===== config.mk =====
export PLATFORM = sky130hd
export DESIGN_NAME = bcw_gen
export DESIGN_NICKNAME = d
export VERILOG_FILES = /design/src/rtl/bcw_pkg.sv /design/src/rtl/bcw_addr_track.sv /design/src/rtl/bcw_end_encode.sv /design/src/rtl/bcw_pack.sv /design/src/rtl/bcw_gen.sv
export SDC_FILE = /design/constraint.sdc
export NUM_CORES = 1
export LEC_CHECK = 0
export BUFFER_PORTS_ARGS = -buffer_cell sky130_fd_sc_hd__buf_2
export CAP_MARGIN = 10
export CORE_MARGIN = 5
export CORE_UTILIZATION = 31
export DETAILED_ROUTE_END_ITERATION = 10
export PLACE_DENSITY = 0.5
export SLEW_MARGIN = 20
export SYNTH_ARGS = -nofsm -noshare
export SYNTH_HDL_FRONTEND = slang
export SYNTH_SLANG_ARGS = --single-unit

===== constraint.sdc =====
create_clock -name clk_i -period 3.65 [get_ports clk_i]
set_input_delay 0.365 -clock clk_i [delete_from_list [all_inputs] [get_ports clk_i]]
set_output_delay 0.365 -clock clk_i [all_outputs]
set_load 0.005 [all_outputs]

===== src/rtl/bcw_pkg.sv =====
package bcw_pkg;
  typedef enum logic [1:0] {
    END_NONE  = 2'b00,
    END_ABORT = 2'b01,
    END_EVEN  = 2'b10,
    END_ODD   = 2'b11
  } end_kind_e;

  localparam int unsigned WORD_W    = 16;
  localparam int unsigned START_BIT = 15;
  localparam int unsigned SOP_BIT   = 12;
  localparam int unsigned KIND_LSB  = 13;
  localparam int unsigned ADDR_LSB  = 4;
endpackage


===== src/rtl/bcw_addr_track.sv =====
module bcw_addr_track #(
  parameter int unsigned ADDR_W = 8
) (
  input  logic              clk_i,
  input  logic              rst_ni,
  input  logic              take_i,
  input  logic [ADDR_W-1:0] addr_i,
  output logic              changed_o
);
  logic              have_q;
  logic [ADDR_W-1:0] last_q;

  // first burst after reset counts as a change
  assign changed_o = !have_q || (addr_i != last_q);

  always_ff @(posedge clk_i or negedge rst_ni) begin
    if (!rst_ni) begin
      have_q <= 1'b0;
      last_q <= '0;
    end else if (take_i) begin
      have_q <= 1'b1;
      last_q <= addr_i;
    end
  end
endmodule


===== src/rtl/bcw_end_encode.sv =====
module bcw_end_encode
  import bcw_pkg::*;
#(
  parameter int unsigned LANES = 8,
  localparam int unsigned MOD_W = $clog2(LANES),
  localparam int unsigned CNT_W = MOD_W + 1
) (
  input  logic             eop_i,
  input  logic             odd_i,
  input  logic             err_i,
  input  logic [MOD_W-1:0] mod_even_i,
  input  logic [MOD_W-1:0] mod_odd_i,
  output end_kind_e        kind_o,
  output logic [MOD_W-1:0] mod_o,
  output logic [LANES-1:0] byte_en_o
);
  logic             normal;
  logic [CNT_W-1:0] cnt;

  always_comb begin
    kind_o = END_NONE;
    mod_o  = '0;
    if (eop_i) begin
      if (err_i) begin
        kind_o = END_ABORT;
      end else if (odd_i) begin
        kind_o = END_ODD;
        mod_o  = mod_odd_i;
      end else begin
        kind_o = END_EVEN;
        mod_o  = mod_even_i;
      end
    end
  end

  assign normal = (kind_o == END_EVEN) || (kind_o == END_ODD);
  // code zero means a full beat
  assign cnt = (mod_o == '0) ? CNT_W'(LANES) : {1'b0, mod_o};

  // valid lanes are packed at the top of the beat
  for (genvar g = 0; g < LANES; g++) begin : g_lane
    assign byte_en_o[g] = normal && ((32'(cnt) + 32'(g)) >= 32'(LANES));
  end
endmodule


===== src/rtl/bcw_pack.sv =====
module bcw_pack
  import bcw_pkg::*;
#(
  parameter int unsigned ADDR_W = 8,
  parameter int unsigned LANES  = 8,
  localparam int unsigned MOD_W    = $clog2(LANES),
  localparam int unsigned ADDR_MSB = ADDR_LSB + ADDR_W - 1
) (
  input  logic              clk_i,
  input  logic              rst_ni,
  input  logic              boundary_i,
  input  logic              burst_i,
  input  logic              sop_i,
  input  logic              changed_i,
  input  logic [ADDR_W-1:0] addr_i,
  input  end_kind_e         kind_i,
  input  logic [MOD_W-1:0]  mod_i,
  input  logic [LANES-1:0]  byte_en_i,
  output logic              ctl_o,
  output logic [WORD_W-1:0] word_o,
  output logic [MOD_W-1:0]  mod_o,
  output logic [LANES-1:0]  byte_en_o
);
  logic [WORD_W-1:0] word_d;
  logic              start;

  assign start = burst_i && (sop_i || changed_i);

  always_comb begin
    word_d = '0;
    word_d[KIND_LSB +: 2] = kind_i;
    if (start) begin
      word_d[START_BIT]          = 1'b1;
      word_d[SOP_BIT]            = sop_i;
      word_d[ADDR_MSB:ADDR_LSB]  = addr_i;
    end
  end

  always_ff @(posedge clk_i or negedge rst_ni) begin
    if (!rst_ni) begin
      ctl_o     <= 1'b0;
      word_o    <= '0;
      mod_o     <= '0;
      byte_en_o <= '0;
    end else begin
      ctl_o     <= boundary_i;
      word_o    <= boundary_i ? word_d : '0;
      mod_o     <= boundary_i ? mod_i : '0;
      byte_en_o <= boundary_i ? byte_en_i : '0;
    end
  end
endmodule


===== src/rtl/bcw_gen.sv =====
module bcw_gen
  import bcw_pkg::*;
#(
  parameter int unsigned ADDR_W = 8,
  parameter int unsigned LANES  = 8,
  localparam int unsigned MOD_W = $clog2(LANES)
) (
  input  logic              clk_i,
  input  logic              rst_ni,
  input  logic              boundary_i,
  input  logic              burst_i,
  input  logic              sop_i,
  input  logic [ADDR_W-1:0] addr_i,
  input  logic              eop_i,
  input  logic              odd_i,
  input  logic              err_i,
  input  logic [MOD_W-1:0]  mod_even_i,
  input  logic [MOD_W-1:0]  mod_odd_i,
  output logic              ctl_o,
  output logic [WORD_W-1:0] word_o,
  output logic [MOD_W-1:0]  mod_o,
  output logic [LANES-1:0]  byte_en_o
);
  logic             changed;
  end_kind_e        kind;
  logic [MOD_W-1:0] mod_sel;
  logic [LANES-1:0] byte_en;

  bcw_addr_track #(.ADDR_W(ADDR_W)) u_track (
    .clk_i     (clk_i),
    .rst_ni    (rst_ni),
    .take_i    (boundary_i && burst_i),
    .addr_i    (addr_i),
    .changed_o (changed)
  );

  bcw_end_encode #(.LANES(LANES)) u_end (
    .eop_i      (eop_i),
    .odd_i      (odd_i),
    .err_i      (err_i),
    .mod_even_i (mod_even_i),
    .mod_odd_i  (mod_odd_i),
    .kind_o     (kind),
    .mod_o      (mod_sel),
    .byte_en_o  (byte_en)
  );

  bcw_pack #(.ADDR_W(ADDR_W), .LANES(LANES)) u_pack (
    .clk_i      (clk_i),
    .rst_ni     (rst_ni),
    .boundary_i (boundary_i),
    .burst_i    (burst_i),
    .sop_i      (sop_i),
    .changed_i  (changed),
    .addr_i     (addr_i),
    .kind_i     (kind),
    .mod_i      (mod_sel),
    .byte_en_i  (byte_en),
    .ctl_o      (ctl_o),
    .word_o     (word_o),
    .mod_o      (mod_o),
    .byte_en_o  (byte_en_o)
  );
endmodule


Word level (Yosys, flattened, before mapping)
Cells that the tools add are included.
{"block": "word_totals", "out_inout_bits": 28, "mem_bits_ro": 0, "latchBits": 0, "inputBits": 22, "regBits": 37, "n_memories": 0, "mem_bits_rw": 0}
{"block": "classes", "addsub": 7, "n_mux": 12, "bitwise_logic": 0, "shifts": 0, "magnitude_cmp": 8, "multipliers": 0, "reduce_logical": 15, "n_eq_ne": 3, "div": 0}
{"cell": "32-bit by 4-bit greater-or-equal comparator with 1-bit output, second input constant", "n": 7}
{"cell": "4-bit by 3-bit adder with 5-bit output, second input constant", "n": 4}
{"cell": "16-bit 2-to-1 mux", "n": 1}
{"cell": "3-bit 2-to-1 mux", "n": 4}
{"cell": "4-bit by 2-bit adder with 5-bit output, second input constant", "n": 2}
{"cell": "1-bit logical AND", "n": 10}
{"cell": "9-bit 2-to-1 mux", "n": 1}
{"cell": "8-bit 2-to-1 mux", "n": 1}
{"cell": "8-bit inequality test", "n": 1}
{"cell": "4-bit by 1-bit adder with 5-bit output, second input constant", "n": 1}
{"cell": "2-bit == test, second input constant", "n": 2}
{"cell": "4-bit greater-or-equal comparator, second input constant", "n": 1}
{"cell": "2-bit 2-to-1 mux", "n": 2}
{"cell": "4-bit 2-to-1 mux", "n": 1}
{"cell": "3-bit zero test", "n": 1}
{"cell": "1-bit logical OR", "n": 3}
{"cell": "1-bit 2-to-1 mux", "n": 2}
{"cell": "1-bit zero test", "n": 1}

Logic depth before layout (Yosys ltp)
{"block": "depth", "depth_word": 9, "mapped_depth": 6}

Cells and area by module
From an unflattened synthesis, not the netlist that was laid out.
{"block": "unflattened", "hier_cells": 110, "hier_area_um2": 1440.1}
{"module": "bcw_pack", "cells_each": 57, "seq_area_each_um2": 600.6, "area_each_um2": 869.6, "instances": 1}
{"module": "bcw_addr_track", "cells_each": 30, "seq_area_each_um2": 225.2, "area_each_um2": 414.1, "instances": 1}
{"module": "bcw_end_encode", "cells_each": 22, "seq_area_each_um2": 0.0, "area_each_um2": 150.1, "instances": 1}
{"module": "bcw_gen", "cells_each": 1, "seq_area_each_um2": 0.0, "area_each_um2": 6.3, "instances": 1}

Worst setup path before layout
Ideal clock, no wire load.
{"block": "synth_timing", "path_type": "input-to-reg", "from": "input port eop_i", "to": "register u_pack.byte_en_o[6]", "setup_ns": 0.126, "n_path_buf": 0, "arrival_time_ns": 1.319, "path_stages": 6, "slack_ns": 2.204, "required_ns": 3.524, "path_cell_list": "or2b_1 -> nor2_2 -> inv_1 -> ha_1 -> xnor2_1 -> nor2_1"}
{"block": "synth_via", "elab_chain_cells": 7}
{"item": "start, declared", "line": "bcw_gen.sv:14", "source": "input logic eop_i,"}
{"item": "3-bit 2-to-1 mux", "line": "bcw_end_encode.sv:23", "source": "if (eop_i) begin"}
{"item": "3-bit zero test", "line": "bcw_end_encode.sv:38", "source": "assign cnt = (mod_o == '0) ? CNT_W'(LANES) : {1'b0, mod_o};"}
{"item": "4-bit 2-to-1 mux", "line": "bcw_end_encode.sv:38"}
{"item": "4-bit by 3-bit adder with 5-bit output", "line": "bcw_end_encode.sv:42", "source": "assign byte_en_o[g] = normal && ((32'(cnt) + 32'(g)) >= 32'(LANES));"}
{"item": "32-bit by 4-bit greater-or-equal comparator with 1-bit output", "line": "bcw_end_encode.sv:42"}
{"item": "1-bit logical AND *", "line": "bcw_end_encode.sv:42"}
{"item": "8-bit 2-to-1 mux *", "line": "bcw_pack.sv:49", "source": "byte_en_o <= boundary_i ? byte_en_i : '0;"}
{"item": "end signal, assigned", "line": "bcw_pack.sv:49"}
{"item": "end, declared", "line": "bcw_pack.sv:22", "source": "output logic [LANES-1:0] byte_en_o"}
Mark *: on every way between the ends. The rest lies on a longest branch, timed or not.
A chain may end at the register's enable or synchronous reset.

Worst setup path in the final report
{"block": "layout_timing", "from": "register u_track.last_q[2]", "to": "register u_pack.word_o[7]"}
{"block": "layout_via", "elab_chain_cells": 6}
{"item": "start, declared", "line": "bcw_addr_track.sv:11", "source": "logic [ADDR_W-1:0] last_q;"}
{"item": "start signal, assigned", "line": "bcw_addr_track.sv:22", "source": "last_q <= addr_i;"}
{"item": "8-bit inequality test", "line": "bcw_addr_track.sv:14", "source": "assign changed_o = !have_q || (addr_i != last_q);"}
{"item": "1-bit logical OR", "line": "bcw_addr_track.sv:14"}
{"item": "1-bit logical OR", "line": "bcw_pack.sv:27", "source": "assign start = burst_i && (sop_i || changed_i);"}
{"item": "1-bit logical AND", "line": "bcw_pack.sv:27"}
{"item": "9-bit 2-to-1 mux", "line": "bcw_pack.sv:32", "source": "if (start) begin"}
{"item": "16-bit 2-to-1 mux", "line": "bcw_pack.sv:47", "source": "word_o <= boundary_i ? word_d : '0;"}
{"item": "end signal, assigned", "line": "bcw_pack.sv:47"}
{"item": "end, declared", "line": "bcw_pack.sv:20", "source": "output logic [WORD_W-1:0] word_o,"}
No other way between the ends.

==> results.json <==
{
  "post_cts_buffers": 0,
  "grt_pass1_wl_mm": 4.574,
  "synth.area.top_cells": "dfrtp_1 59%, mux2_2 6.6%, xor2_1 5.1%",
  "via_count": 916,
  "initial_core_util": 0.3163,
  "p_int_uw": 576.5,
  "gr-total-overflow": 0,
  "slowest_delay_ns": 0.39,
  "fmax_mhz": 687.8,
  "cp_slowest_cell": "dfrtp_1",
  "syn_to_final_growth_pct": 25.62,
  "wl_per_cell_um": 12.91,
  "layout_min_cycle_time_ns": 1.454,
  "grt_pass1_vias": 999,
  "viasPerCell": 4.404,
  "setup_viol": 0,
  "path_delay_family": "simple AND/OR/NAND/NOR gates",
  "worstPathArrival_ns": 1.62,
  "dieArea_sq_um": 5840,
  "switchingPower_uw": 177.9,
  "die_x_um": 76.42,
  "cp-end-kind": "flip-flop",
  "port_buffers": 45,
  "hp-class": "in2async",
  "syn-cell-area_sq_um": 1368,
  "synth_ff_type": "dfrtp_1",
  "cts_inserted_buffers": 5,
  "comb_power_share": 0.126,
  "worst-setup-path-type": "reg2reg",
  "dpl.hpwl_mm": 1.987,
  "synth_warnings": 0,
  "yosys.area.top_type": "dfrtp_1",
  "ant_nets": 0,
  "rrSetupSlack_ns": 2.20,
  "place.gp.congestion": 0.7300,
  "io_pins": 50,
  "swShare": 0.2358,
  "synth.distinct_cells": 30,
  "cp.required_ns": 3.82,
  "antennaDiodeCount": 0,
  "grtUsageTotal": 0.09891,
  "die_height_um": 76.42,
  "cts_hold_buf": 0,
  "slew_headroom": 0.5243,
  "critPathBufInv": 0,
  "nets": 181,
  "status": "complete, no violations",
  "syn_area_per_cell_sq_um": 12.90,
  "drv_cap": 0,
  "hold_viol_final": 0,
  "worstMarginPinSlew_ns": 0.7136,
  "pwr-share-seq": 0.515,
  "cts_max_level": 2,
  "synth_seq_cells": 32,
  "worst-path-max-fanout": 9,
  "finClkSkew_ns": 0.004705,
  "cts-resized-gates": 0,
  "drv_slew": 0,
  "whs_ns": 0.1317,
  "synthTopCellsByCount": "32 x dfrtp_1, 11 x and2_1, 8 x mux2_2, 8 x xor2_1",
  "post-synth-top-count-cell": "dfrtp_1",
  "clk_latency_ns": 0.28,
  "ys_async_sr_fraction": 1.000,
  "rsz0062_at_grt": "false",
  "clockPowerShare": 0.359,
  "drt_iter0_markers": 23,
  "cp-start-kind": "flip-flop",
  "clock-sinks": 32,
  "tns_ns": 0,
  "powerDensity_nw_per_um2": 439.1,
  "clockBufferDepth": 2,
  "drc_errors": 0,
  "ir_drop_uv": 143.3,
  "path_clk_slew_ns": 0.06,
  "grt_max_degree": 33,
  "power.leakage_uw": 0.0008894,
  "drt_wl_total_mm": 2.685,
  "path_cells": "xor2_1, nor4_2, a31oi_2, and2_1",
  "syn_inst": 106,
  "yosysSeqAreaShare": 0.5855,
  "tritoncts": "built",
  "drive_above_1_share": 0.4295,
  "antenna_found_initial": 0,
  "dr.pass1.iters": 3,
  "min_period_over_period": 0.3983,
  "core.rowCount": 24,
  "core_sq_um": 4324,
  "fillCellCount": 446,
  "synth_top_cell_area_share": 0.5855,
  "synth_edf_count": 0,
  "clockRootBuffer": "clkbuf_8"
}
[placed cells by master, fill, tap and decap left out, types with 2 or more instances in the layout]
cell | Yosys | layout
clkbuf_8 | 0 | 6
and2_1 | 11 | 11
nand2_1 | 4 | 4
buf_2 | 0 | 45
dfrtp_1 | 32 | 32
clkbuf_1 | 1 | 2
inv_1 | 3 | 3
conb_1 | 1 | 4
mux2i_1 | 2 | 2
xor2_1 | 8 | 8
nor2_1 | 4 | 4
nor3_1 | 2 | 2
mux2_2 | 8 | 8
a21oi_1 | 5 | 5
ha_1 | 4 | 4
[sequential cells by signal, indices dropped and copies added (netlist names)]
signal,flops
u_pack.byte_en_o,8
u_pack.ctl_o,1
u_pack.mod_o,3
u_pack.word_o,11
u_track.have_q,1
u_track.last_q,8
[cells by family after synthesis]
kind of cell | count (synthesis) | share of synthesized area
flip-flops | 32 | 0.5855
AND/OR/NAND/NOR | 29 | 0.1263
multiplexers | 11 | 0.09058
AO/OA/AOI/OAI | 10 | 0.05946
buffers and inverters | 10 | 0.04117
XOR/XNOR | 9 | 0.05764
adder cells (fa/ha/maj) | 4 | 0.03660
other | 1 | 0.002742
[final cells by class]
type                    count  area (sq um)  area share
clock buffers               8         90.09     0.05244
inverters                   4         15.01    0.008740
well taps                  52         65.06     0.03787
repair buffers             45         225.2      0.1311
flip-flops and latches     32         800.8      0.4661
multi-input cells          67         521.8      0.3037
[path summary, 6_finish.rpt]
check	from	endpoint	cells past startpoint
setup / recovery	u_track.last_q[2]$_DFFE_PN0P_	u_pack.word_o[7]$_DFF_PN0_	4
hold / removal	rst_ni	u_pack.word_o[7]$_DFF_PN0_	1
setup reg to reg	u_track.last_q[2]$_DFFE_PN0P_	u_pack.word_o[7]$_DFF_PN0_	4
hold reg to reg	u_track.have_q$_DFFE_PN0P_	u_track.have_q$_DFFE_PN0P_	1
max in group asynchronous	rst_ni	u_pack.byte_en_o[1]$_DFF_PN0_	1
min in group clk_i	boundary_i	u_pack.ctl_o$_DFF_PN0_	1
[per-stage QoR]
stage | total power [uW] | instances | util | instance area (sq um) | setup slack [ns]
2_1_floorplan | 452.2 | 109 | - | 1379 | 2.204
3_3_place_gp | 489.6 | 200 | 0.3764 | 1628 | 2.027
3_5_place_dp | 491.5 | 200 | 0.3764 | 1628 | 1.986
4_1_cts | 770.6 | 208 | 0.3973 | 1718 | 2.173
5_1_grt | 796.8 | 208 | 0.3973 | 1718 | 2.105
6_report | 754.4 | 208 | 0.3973 | 1718 | 2.196
[power groups by stage]
stage / clock (uW) / sequential, uW / combinational [uW]
6_report: 271 / 388 / 95.3
5_1_grt: 298 / 391 / 108
4_1_cts: 284 / 389 / 98.3
3_5_place_dp: 0 / 395 / 96.8
3_3_place_gp: 0 / 394 / 95.6
2_1_floorplan: 0 / 395 / 57.2
[per-layer routing]
metal / routed length [um] / share of wire / track usage / up-vias
li1: - / - / - / 435
met5: 0 / 0 / 0 / -
met3: 237 / 0.088 / 0.04728 / 8
met4: 60 / 0.022 / 0.05245 / 0
met1: 996 / 0.37 / 0.1024 / 439
met2: 1391 / 0.52 / 0.1644 / 34
No activity file was read; power rests on OpenSTA's default activity.
